## src/rtl/pb_route_pkg.sv

```systemverilog
package pb_route_pkg;

    localparam int SPK_CH   = 8;
    localparam int HP_CH    = 2;
    localparam int OUT_CH   = SPK_CH + HP_CH;
    localparam int SMP_W    = 16;
    localparam int CODE_W   = SMP_W + 1;
    localparam int CODE_OFS = 64;
    localparam int CTRL_W   = 16;
    localparam int MASK_LSB = 3;
    localparam int SEL_LSB  = 13;
    localparam int DRV_BIT  = 15;
    localparam int PAIRS    = SPK_CH / 2;
    localparam int SEL_W    = $clog2(PAIRS);

    localparam logic [CODE_W-1:0] MID_CODE = CODE_W'((1 << (SMP_W - 1)) + CODE_OFS);
    localparam logic [CODE_W-1:0] MAX_CODE = CODE_W'((1 << SMP_W) - 1 + CODE_OFS);

    typedef enum logic [SEL_W-1:0] {
        SRC_FRONT  = 2'b00,
        SRC_CTRLFE = 2'b01,
        SRC_SURR   = 2'b10,
        SRC_SIDE   = 2'b11
    } hp_src_e;

    typedef struct packed {
        logic              drv_on;
        hp_src_e           hp_src;
        logic [OUT_CH-1:0] mute;
    } ctrl_t;

    typedef logic [SPK_CH-1:0][SMP_W-1:0] spk_bus_t;
    typedef logic [HP_CH-1:0][SMP_W-1:0]  hp_bus_t;

    function automatic ctrl_t unpack_ctrl(input logic [CTRL_W-1:0] w);
        ctrl_t c;
        c.drv_on = w[DRV_BIT];
        c.hp_src = hp_src_e'(w[SEL_LSB +: SEL_W]);
        c.mute   = w[MASK_LSB +: OUT_CH];
        return c;
    endfunction

    // Flip the sign bit, zero-extend, add the fixed lift.
    function automatic logic [CODE_W-1:0] to_code(input logic [SMP_W-1:0] s);
        logic [CODE_W-1:0] ob;
        ob = {1'b0, ~s[SMP_W-1], s[SMP_W-2:0]};
        return ob + CODE_W'(CODE_OFS);
    endfunction

endpackage

```

## src/rtl/pb_ctrl_decode.sv

```systemverilog
module pb_ctrl_decode
    import pb_route_pkg::*;
(
    input  logic [CTRL_W-1:0] ctrl_word,
    input  logic              jack_sense,
    output logic [OUT_CH-1:0] eff_mute,
    output hp_src_e           eff_src,
    output logic              fallback
);
    ctrl_t c;

    always_comb begin
        c        = unpack_ctrl(ctrl_word);
        fallback = jack_sense && !c.drv_on;
        eff_mute = c.mute;
        eff_src  = c.hp_src;
        if (fallback) begin
            eff_mute[SPK_CH-1:0] = '1;
            eff_src              = SRC_FRONT;
        end
    end
endmodule

```

## src/rtl/pb_hp_select.sv

```systemverilog
module pb_hp_select
    import pb_route_pkg::*;
(
    input  spk_bus_t spk_i,
    input  hp_src_e  src_i,
    output hp_bus_t  hp_o
);
    logic [SEL_W:0] base;

    always_comb begin
        base = {src_i, 1'b0};
    end

    for (genvar k = 0; k < HP_CH; k++) begin : g_hp
        always_comb begin
            hp_o[k] = spk_i[int'(base) + k];
        end
    end
endmodule

```

## src/rtl/pb_code_lane.sv

```systemverilog
module pb_code_lane
    import pb_route_pkg::*;
(
    input  logic              clk,
    input  logic              rst,
    input  logic              stb_i,
    input  logic              mute_i,
    input  logic [SMP_W-1:0]  smp_i,
    output logic [CODE_W-1:0] code_o
);
    logic [CODE_W-1:0] code_d;

    always_comb begin
        code_d = mute_i ? MID_CODE : to_code(smp_i);
    end

    always_ff @(posedge clk) begin
        if (rst) begin
            code_o <= MID_CODE;
        end else if (stb_i) begin
            code_o <= code_d;
        end
    end

    AST_MUTE_MID: assert property (@(posedge clk) disable iff (rst)
        (stb_i && mute_i) |=> (code_o == MID_CODE));

    AST_HOLD_NO_STB: assert property (@(posedge clk) disable iff (rst)
        !stb_i |=> $stable(code_o));

    AST_CODE_RANGE: assert property (@(posedge clk) disable iff (rst)
        (code_o >= CODE_W'(CODE_OFS)) && (code_o <= MAX_CODE));
endmodule

```

## src/rtl/pb_route_top.sv

```systemverilog
module pb_route_top
    import pb_route_pkg::*;
(
    input  logic                      clk,
    input  logic                      rst,
    input  logic                      smp_stb,
    input  logic [SPK_CH*SMP_W-1:0]   smp_in,
    input  logic [CTRL_W-1:0]         ctrl_word,
    input  logic                      jack_sense,
    output logic [OUT_CH*CODE_W-1:0]  code_out
);
    logic [OUT_CH-1:0] eff_mute;
    hp_src_e           eff_src;
    logic              fallback;
    spk_bus_t          spk_bus;
    hp_bus_t           hp_bus;
    logic [OUT_CH-1:0][SMP_W-1:0] lane_smp;

    always_comb begin
        spk_bus = spk_bus_t'(smp_in);
    end

    pb_ctrl_decode u_dec (
        .ctrl_word  (ctrl_word),
        .jack_sense (jack_sense),
        .eff_mute   (eff_mute),
        .eff_src    (eff_src),
        .fallback   (fallback)
    );

    pb_hp_select u_sel (
        .spk_i (spk_bus),
        .src_i (eff_src),
        .hp_o  (hp_bus)
    );

    for (genvar i = 0; i < OUT_CH; i++) begin : g_lane
        if (i < SPK_CH) begin : g_spk
            always_comb lane_smp[i] = spk_bus[i];
        end else begin : g_hp
            always_comb lane_smp[i] = hp_bus[i-SPK_CH];
        end

        pb_code_lane u_lane (
            .clk    (clk),
            .rst    (rst),
            .stb_i  (smp_stb),
            .mute_i (eff_mute[i]),
            .smp_i  (lane_smp[i]),
            .code_o (code_out[i*CODE_W +: CODE_W])
        );
    end

    AST_RESET_MID: assert property (@(posedge clk)
        rst |=> (code_out == {OUT_CH{MID_CODE}}));

    AST_FALLBACK_SPK: assert property (@(posedge clk) disable iff (rst)
        (smp_stb && jack_sense && !ctrl_word[DRV_BIT])
        |=> (code_out[SPK_CH*CODE_W-1:0] == {SPK_CH{MID_CODE}}));

    AST_FALLBACK_HP_FRONT: assert property (@(posedge clk) disable iff (rst)
        (smp_stb && jack_sense && !ctrl_word[DRV_BIT] && !ctrl_word[MASK_LSB+SPK_CH])
        |=> (code_out[SPK_CH*CODE_W +: CODE_W] == to_code($past(smp_in[SMP_W-1:0]))));

    AST_FALLBACK_FLAG: assert property (@(posedge clk) disable iff (rst)
        fallback |-> (jack_sense && eff_src == SRC_FRONT));
endmodule

```

## config.mk

```make
export PLATFORM = sky130hd
export DESIGN_NAME = pb_route_top
export DESIGN_NICKNAME = d
export VERILOG_FILES = /design/src/rtl/pb_route_pkg.sv /design/src/rtl/pb_ctrl_decode.sv /design/src/rtl/pb_hp_select.sv /design/src/rtl/pb_code_lane.sv /design/src/rtl/pb_route_top.sv
export SDC_FILE = /design/constraint.sdc
export NUM_CORES = 1
export LEC_CHECK = 0
export ABC_AREA = 1
export BUFFER_PORTS_ARGS = -buffer_cell sky130_fd_sc_hd__clkbuf_2
export CAP_MARGIN = 5
export CORE_ASPECT_RATIO = 1.2
export CORE_MARGIN = 5
export CORE_UTILIZATION = 40
export CTS_BUF_LIST = sky130_fd_sc_hd__clkbuf_16
export DETAILED_ROUTE_END_ITERATION = 10
export PLACE_DENSITY = 0.67
export SETUP_SLACK_MARGIN = 0.2
export SYNTH_ARGS = -nofsm -noshare
export SYNTH_HDL_FRONTEND = slang
export SYNTH_SLANG_ARGS = --single-unit
```

## constraint.sdc

```tcl
create_clock -name clk -period 3 [get_ports clk]
set_clock_uncertainty 0.2 [all_clocks]
set_input_delay 0.6 -clock clk [delete_from_list [all_inputs] [get_ports clk]]
set_output_delay 0.6 -clock clk [all_outputs]
set_load 0.02 [all_outputs]
```

==> flow_summary.json <==
{
  "final_cell_mix": "413 x nand2_1, 313 x clkbuf_2, 170 x dfxtp_1, 162 x a21oi_1, 114 x nor2_1",
  "r2r_slack_ns": 2.12,
  "crit_arrival_ns": 2.50,
  "clk_pin_slew_ns": 0.08,
  "status": "finished clean",
  "cellPowerDensity_nw_per_um2": 514,
  "clock_latency_ns": 0.41,
  "slowest_delay_ns": 0.26,
  "synth_edf_count": 0,
  "cap_violations": 0,
  "htreeDepth": 4,
  "finalPower_mw": 5.71,
  "antenna_left": 0,
  "p_leak_nw": 5.18,
  "hold_path.class": "in2reg",
  "yosys.cell_types.count": 34,
  "finalCriticalPeriod_ns": 2.35,
  "syn_area_um2": 8730,
  "finalCritPeriodShare_pct": 78.2,
  "syn_avg_cell_area_um2": 6.50,
  "fill_cells": 2288,
  "gp_congestion": 0.892,
  "drive_above_1_share_pct": 24.5,
  "worst_ir_drop_vdd_mv": 0.472,
  "path_class": "in2reg",
  "initialDrtViolationCount": 608,
  "syn_inst": 1343,
  "critical_path_depth": 14,
  "worst-r2r-cell-count": 2,
  "reg.largest.list": "g_lane.u_lane.code_o x170",
  "largest_register_ffs": 170,
  "grt_first_pass_wirelength_mm": 48.8,
  "vias": 9871,
  "fin_util_pct": 51.3,
  "avgRoutedWirePerCell_um": 16.8,
  "dp_worst_setup_slack_ns": 0.219,
  "port_buffers": 314,
  "initial_core_util_pct": 40.4,
  "cts_root_buffer": "clkbuf_16",
  "cp_slowest_cell": "nand2_4",
  "grt_overflow_total": 0,
  "setup_slack_ns": 0.653,
  "hp-start": "smp_in[1]",
  "multi_input_area_um2": 4550,
  "critPathMaxFanout": 29,
  "route.detailed.drc": 0,
  "reg2reg_to": "g_lane[7].u_lane.code_o[8]",
  "synth-seq-area-share_pct": 39.0,
  "seqCellArea_um2": 3400,
  "hold_violations": 0,
  "final_nets": 1784,
  "wl_mm": 32.2,
  "syn_to_final_growth_pct": 27.1,
  "ys.warnings.count": 0,
  "required_ns": 3.15,
  "die_area_um2": 24900,
  "vias_per_cell": 5.15,
  "worstMarginPinSlew_ns": 0.740,
  "rows": 59,
  "crit_buf_inv": 3,
  "hold_end": "g_lane[0].u_lane.code_o[1]",
  "cts-resized-gates": 0,
  "die_h_um": 172,
  "num_io_pins": 318,
  "grt_pass1_vias": 9263,
  "tns_ns": 0,
  "clockBufferDepth": 2,
  "maxSlewHeadroom_pct": 50.7,
  "synth-seq-cells": 170,
  "async_flop_share_pct": 0,
  "grt_max_degree": 72,
  "die_w_um": 145,
  "end_kind": "register",
  "synth-main-ff-cell": "dfxtp_1",
  "place_hpwl_mm": 25.2,
  "hold_buffers": 0,
  "place_area_um2": 10500,
  "final_common_cell": "nand2_1",
  "syn_nets": 1501,
  "rsz0062_at_grt": "false",
  "setup_viol": 0,
  "r2r_start": "g_lane[7].u_lane.code_o[8]",
  "cts_buffers": 17,
  "path_cells": "clkbuf_2 > inv_2 > nand2_4 > nand2_4 > nand2_1 > o211ai_1 > nand2_1 > inv_1 > ha_1 > nand2_2 > nor2_4 > nand3_1 > or2_1 > a21oi_2",
  "fin_area_um2": 11100,
  "antenna_found_initial": 3,
  "drv_slew": 0,
  "cts_tree": "built",
  "cts_num_sinks": 170,
  "worstSetupStartpointType": "input port",
  "core_um2": 21600,
  "fmax_mhz": 426,
  "grt.total_usage_pct": 24.8,
  "firstDrtPassIters": 5,
  "hold_path_depth": 3,
  "top_register": "g_lane.u_lane.code_o",
  "worst_path_dominant_cell_family": "simple AND/OR/NAND/NOR gates",
  "cts_setup_buffers": 0
}
## stage by stage
stage          hold slack [ns]  instances
4_1_cts                  0.199       1913
2_1_floorplan            0.345       1343
6_report                 0.215       1916
3_3_place_gp             0.250       1881
3_5_place_dp             0.254       1881
5_1_grt                  0.211       1915
## report_power, final
group	internal (mW)	switching (mW)	leakage [nW]	total (mW)
Sequential	2.34	0.0452	1.39	2.39
Combinational	0.323	0.700	3.50	1.02
Clock	1.27	1.03	0.294	2.30
Total	3.93	1.78	5.17	5.71
## cell usage after synthesis, types with 7 or more instances
cell type,instances,area share (%)
dfxtp_1,170,39
nand3_1,100,5.7
a21oi_1,162,9.3
inv_2,11,0.47
buf_4,7,0.60
nor3_1,18,1.0
inv_1,109,4.7
nor2_1,114,4.9
nand4_1,11,0.79
a22oi_1,9,0.77
nand2_1,413,18
o21ai_0,74,4.2
nand2_2,12,0.86
buf_2,13,0.75
ha_1,10,1.4
o22ai_1,21,1.5
clkbuf_1,43,1.8
## cells by family (layout without fill, tap and decap cells)
group / Yosys count / after routing / share of synthesized area, %
xor gates and xnor gates: 3 / 3 / 0.301
adders and majority gates: 10 / 10 / 1.43
DFF: 170 / 170 / 39.0
and+or+nand+nor: 694 / 694 / 33.5
buffers and inverters: 188 / 484 / 8.91
AOI/OAI and AO/OA: 278 / 278 / 16.9
other: 0 / 3 / 0
## how the worst max path moves through the flow
| stage | from | endpoint | slack [ns] |
|---|---|---|---|
| finish | ctrl_word[15] | g_lane[8].u_lane.code_o[16] | 0.65 |
| detailed placement | ctrl_word[15] | g_lane[8].u_lane.code_o[16] | 0.22 |
| floorplan | ctrl_word[13] | g_lane[8].u_lane.code_o[16] | 0.54 |
| global placement | ctrl_word[15] | g_lane[9].u_lane.code_o[16] | 0.31 |
| global route | ctrl_word[15] | g_lane[8].u_lane.code_o[16] | 0.44 |
| CTS | ctrl_word[15] | g_lane[8].u_lane.code_o[16] | 0.66 |
## area by class of cell
class / count / share of cell area, %
multi-input cells: 985 / 41.0
flip-flops and latches: 170 / 30.7
repair buffers: 331 / 15.6
inverters: 121 / 4.12
clock buffers: 17 / 3.83
well taps: 274 / 3.09
clock inverters: 15 / 1.67
diodes: 3 / 0.0676
## per-layer routing
layer  share of wire [%]  up-vias  global-route usage, %
met1                  43     4532                   32.7
met5               0.044        -                      0
met3                 6.4       58                   4.70
li1                    -     4945                      -
met4                 3.5        2                   9.57
met2                  48      334                   40.3
## worst min-delay path, delay by kind of cell
family	cells	cell delay (ns)
and+or+nand+nor	1	0.05
AOI/OAI and AO/OA	1	0.05
buffers and inverters	1	0.09
Power figures use the tool's default switching activity.
